File: src/rtl/scm_pkg.sv
package scm_pkg;
  // Constant = (2^LO_SHIFT + 1) * (2^HI_SHIFT + 1)
  localparam int LO_SHIFT  = 4;
  localparam int HI_SHIFT  = 17;
  localparam int CONST_W   = 22;
  localparam longint CONST_VAL = ((64'd1 << LO_SHIFT) + 64'd1) * ((64'd1 << HI_SHIFT) + 64'd1);

  function automatic int prod_width(input int wx);
    return wx + CONST_W;
  endfunction

  function automatic int level_width(input int w_in, input int shift);
    return w_in + shift + 1;
  endfunction
endpackage

File: src/rtl/scm_upper_sum.sv
// Upper part of a + (a << SHIFT) over the extended operand.
// Unsigned operands no wider than the shift give a pure wiring variant.
module scm_upper_sum #(
  parameter int W_IN   = 8,
  parameter int SHIFT  = 4,
  parameter bit SIGNED = 1'b0
) (
  input  logic [W_IN:0] hi_part,
  input  logic [W_IN:0] base_part,
  output logic [W_IN:0] upper
);
  generate
    if (!SIGNED && (SHIFT >= W_IN)) begin : g_concat
      // hi_part is all zeros here: the level is a concatenation
      logic unused_hi;
      assign unused_hi = &{1'b0, hi_part};
      assign upper = base_part;
    end else begin : g_adder
      assign upper = hi_part + base_part;
    end
  endgenerate
endmodule

File: src/rtl/scm_shift_add_stage.sv
// One registered level: y = a * (2^SHIFT + 1), exact width W_IN+SHIFT+1.
module scm_shift_add_stage #(
  parameter int W_IN   = 8,
  parameter int SHIFT  = 4,
  parameter bit SIGNED = 1'b0
) (
  input  logic                    clk,
  input  logic                    rst,
  input  logic                    in_valid,
  input  logic [W_IN-1:0]         in_data,
  output logic                    out_valid,
  output logic [W_IN+SHIFT:0]     out_data
);
  localparam int W_OUT = scm_pkg::level_width(W_IN, SHIFT);
  localparam int W_UP  = W_IN + 1;

  logic [W_OUT-1:0] a_ext;
  logic [W_UP-1:0]  upper;
  logic [W_OUT-1:0] sum;

  generate
    if (SIGNED) begin : g_sext
      assign a_ext = {{(SHIFT+1){in_data[W_IN-1]}}, in_data};
    end else begin : g_zext
      assign a_ext = {{(SHIFT+1){1'b0}}, in_data};
    end
  endgenerate

  scm_upper_sum #(
    .W_IN   (W_IN),
    .SHIFT  (SHIFT),
    .SIGNED (SIGNED)
  ) upper_i (
    .hi_part   (a_ext[W_OUT-1:SHIFT]),
    .base_part (a_ext[W_IN:0]),
    .upper     (upper)
  );

  // low SHIFT bits bypass the adder entirely
  assign sum = {upper, a_ext[SHIFT-1:0]};

  always_ff @(posedge clk) begin
    if (rst) begin
      out_valid <= 1'b0;
      out_data  <= '0;
    end else begin
      out_valid <= in_valid;
      if (in_valid) out_data <= sum;
    end
  end
endmodule

File: src/rtl/scm_mult_top.sv
module scm_mult_top #(
  parameter int WX     = 16,
  parameter bit SIGNED = 1'b1
) (
  input  logic                 clk,
  input  logic                 rst,
  input  logic                 in_valid,
  input  logic [WX-1:0]        in_data,
  output logic                 out_valid,
  output logic [WX+21:0]       out_data
);
  localparam int WR = scm_pkg::prod_width(WX);
  localparam int W1 = scm_pkg::level_width(WX, scm_pkg::LO_SHIFT);
  localparam int W2 = scm_pkg::level_width(W1, scm_pkg::HI_SHIFT);

  logic          t_valid;
  logic [W1-1:0] t_data;
  logic [W2-1:0] r_data;

  // level 1: T = 17 * X
  scm_shift_add_stage #(
    .W_IN   (WX),
    .SHIFT  (scm_pkg::LO_SHIFT),
    .SIGNED (SIGNED)
  ) lvl1_i (
    .clk       (clk),
    .rst       (rst),
    .in_valid  (in_valid),
    .in_data   (in_data),
    .out_valid (t_valid),
    .out_data  (t_data)
  );

  // level 2: R = (T << 17) + T
  scm_shift_add_stage #(
    .W_IN   (W1),
    .SHIFT  (scm_pkg::HI_SHIFT),
    .SIGNED (SIGNED)
  ) lvl2_i (
    .clk       (clk),
    .rst       (rst),
    .in_valid  (t_valid),
    .in_data   (t_data),
    .out_valid (out_valid),
    .out_data  (r_data)
  );

  // product fits WR bits; the level-2 top bit is redundant
  logic unused_top;
  assign unused_top = &{1'b0, r_data[W2-1:WR]};
  assign out_data   = r_data[WR-1:0];
endmodule

File: config.mk
export PLATFORM = sky130hd
export DESIGN_NAME = scm_mult_top
export DESIGN_NICKNAME = d
export VERILOG_FILES = /design/src/rtl/scm_pkg.sv /design/src/rtl/scm_upper_sum.sv /design/src/rtl/scm_shift_add_stage.sv /design/src/rtl/scm_mult_top.sv
export SDC_FILE = /design/constraint.sdc
export NUM_CORES = 1
export LEC_CHECK = 0
export ABC_AREA = 1
export BUFFER_PORTS_ARGS = -buffer_cell sky130_fd_sc_hd__buf_4
export CORE_UTILIZATION = 33
export DETAILED_ROUTE_END_ITERATION = 6
export GPL_TIMING_DRIVEN = 0
export REMOVE_ABC_BUFFERS = 1
export SLEW_MARGIN = 40
export SYNTH_ARGS = -nofsm -noshare
export SYNTH_HDL_FRONTEND = slang
export SYNTH_SLANG_ARGS = --single-unit
File: constraint.sdc
create_clock -name clk -period 2.55 [get_ports clk]
set_input_delay 0.255 -clock clk [delete_from_list [all_inputs] [get_ports clk]]
set_output_delay 0.255 -clock clk [all_outputs]
set_load 0.05 [all_outputs]
==> flow_summary.ini <==
[synth]
synthCells = 613
synth_seq_cells = 61
ys_async_sr_fraction = 0
synth_warnings = 0
synth_area_mm2 = 0.00404
synth_cell_types = 33
synth-edff-count = 0
synth_area_per_cell_um2 = 6.59
synth_seq_area_share = 0.302
synth_top_flop_cell = dfxtp_1

[sta]
setup_viol = 0
min_period_over_period = 0.864
hold_violations = 0
max_freq_mhz = 454
slew_headroom = 0.557
timing.hold.ws_ps = 166
rsz0062_at_grt = no
tightest_slew_ps = 664
finalCriticalPeriod_ps = 2200
slew_viol_final = 0
fin_skew_ps = 6.56

[cts]
cts-htree-levels = 3
cts-root-buf = clkbuf_16
clkLatencyLatePin_ps = 330
cts.sinks = 61
clock_path_buffers = 2
hold_buffers = 0
ctsResizeCount = 0
cts-buffers-inserted = 9
cts_tree = done
post_cts_buffers = 0
clk_pin_slew_worst_paths_ps = 60

[worst_setup_path]
critPathRequiredTime_ps = 2780
critical_path.endpoint_type = flop
cp-start-kind = flop
cp_max_fo = 18
critPathKind = flop to flop
crit_arrival_ps = 2430

[drt]
drc_errors = 0
viasPerCell = 4.89
drtIter0Drc = 150
post_drt_wl_per_cell_um = 12.9
num_vias = 3988
first_pass_iters = 5
routed_wl_mm = 10.5
drtAntennaViolNets = 0

[place]
hpwl_mm = 8.06
placed_cell_area_mm2 = 0.00458
io_buffers = 57
placedCellCount = 800
gp_congestion = 0.814

[die]
rows = 40
die_area_mm2 = 0.0127
die_h_um = 113
initial_core_util = 0.338
pin_count = 58
core_area_mm2 = 0.0120
die_w_um = 113

[grt]
grt.overflow.total = 0
grt_pass1_wl_mm = 17.6
antenna_found_initial = 0
grt_pass1_vias = 3816
grt_max_degree = 58
grtUsageTotal = 0.174

[power]
vdd_ir_drop_max_uv = 313
cellPowerDensity_mw_per_mm2 = 647
p_leak_nw = 2.53
finalPower_mw = 3.17

[layout]
stdcell_area_mm2 = 0.00489
syn_to_final_growth_pct = 21.2
stdcell_count = 816
n_fill_cell = 1268
final_nets = 720
drive_above_1_share = 0.146
n_antenna_cell = 0

[min_path]
hp-class = primary input to flop

[run]
cap_viol_max_count = 0

[outcome]
status = finished, final reports clean
-- per-stage QoR --
stage	setup slack [ps]	util	TNS, ps
final	346	0.409	0
after global placement	-786	0.383	-6150
after floorplan	377	-	0
after CTS	314	0.409	0
after detailed placement	354	0.383	0
after global routing	144	0.409	0
-- sequential cells by signal, summed over array words and instances, names as in the netlist --
name	count
lvl1_i.out_data	21
lvl1_i.out_valid	1
lvl2_i.out_data	38
lvl2_i.out_valid	1
-- cell type report --
cell class / instances / area (um2) / share of cell area
clock buffer: 10 / 239 / 0.0488
clock inverter: 6 / 71.3 / 0.0146
inverter: 76 / 285 / 0.0583
multi-input combinational: 459 / 2460 / 0.503
sequential: 61 / 1220 / 0.250
tap: 147 / 184 / 0.0376
timing repair buffer: 57 / 428 / 0.0874
-- synthesized netlist by cell type (all sizes together), types with 4 or more instances --
master / n / share of area
a21oi: 61 / 0.078
buf: 4 / 0.0050
clkbuf: 13 / 0.012
dfxtp: 61 / 0.30
ha: 35 / 0.11
inv: 76 / 0.071
nand2: 132 / 0.13
nand3: 44 / 0.059
nand4: 4 / 0.0062
nor2: 90 / 0.086
o21ai: 57 / 0.071
or2: 4 / 0.0062
xor2: 11 / 0.024
-- cell usage in the layout (no fill, tap or decap), types with 2 or more instances in the layout --
cell type	instances
xor2_1	11
nand2_2	7
nand3_1	40
clkinv_4	2
clkbuf_16	9
a21oi_2	3
ha_1	35
o21bai_1	2
a21oi_1	58
o21ai_1	3
fa_1	2
o21a_1	3
inv_1	69
nor2_1	87
o21ai_0	54
nor2_2	3
nor3_1	2
nand2_1	125
nand3_2	4
buf_4	57
and2_1	3
clkinvlp_4	2
xnor2_1	2
inv_2	7
or2_1	3
dfxtp_1	60
nand4_1	4
nand3b_1	2
-- cell families (layout without fill, tap and decap cells) --
| kind of cell | Yosys count | in the layout | share of synthesized area |
|---|---|---|---|
| buffers and inverters | 93 | 149 | 0.0880 |
| AOI/OAI and AO/OA | 127 | 127 | 0.166 |
| adders and majority gates | 37 | 37 | 0.118 |
| xor gates and xnor gates | 13 | 13 | 0.0282 |
| and+or+nand+nor | 282 | 282 | 0.297 |
| DFF | 61 | 61 | 0.302 |
-- layer usage --
layer  vias up  wire (um)  global-route usage
li1       2096          -                   -
met1      1780       5040               0.224
met2       104       4800               0.294
met3         8        522              0.0286
met4         0        135              0.0640
met5         -          0                   0
-- worst max-delay path: stages, from the launching register on --
cell and delay, ps:
dfxtp_1 740, ha_1 430, a21oi_1 250, o21ai_1 130, a21oi_1 220, nand2_1 90
nand2_1 60, nand3_1 60, nand2_1 90, inv_1 30
-- final timing paths --
check	cells past startpoint	slack (ps)	startpoint	endpoint
setup / recovery	9	350	lvl1_i.out_data[20]	lvl2_i.out_data[33]
hold / removal	3	170	in_data[2]	lvl1_i.out_data[2]
setup reg to reg	9	350	lvl1_i.out_data[20]	lvl2_i.out_data[33]
hold reg to reg	2	480	lvl1_i.out_data[10]	lvl2_i.out_data[10]
-- report_power, final --
group          switching [mW]  internal, mW
combinational           0.541         0.278
clock                   0.465         0.789
sequential             0.0663          1.03
Power figures use the tool's default switching activity.
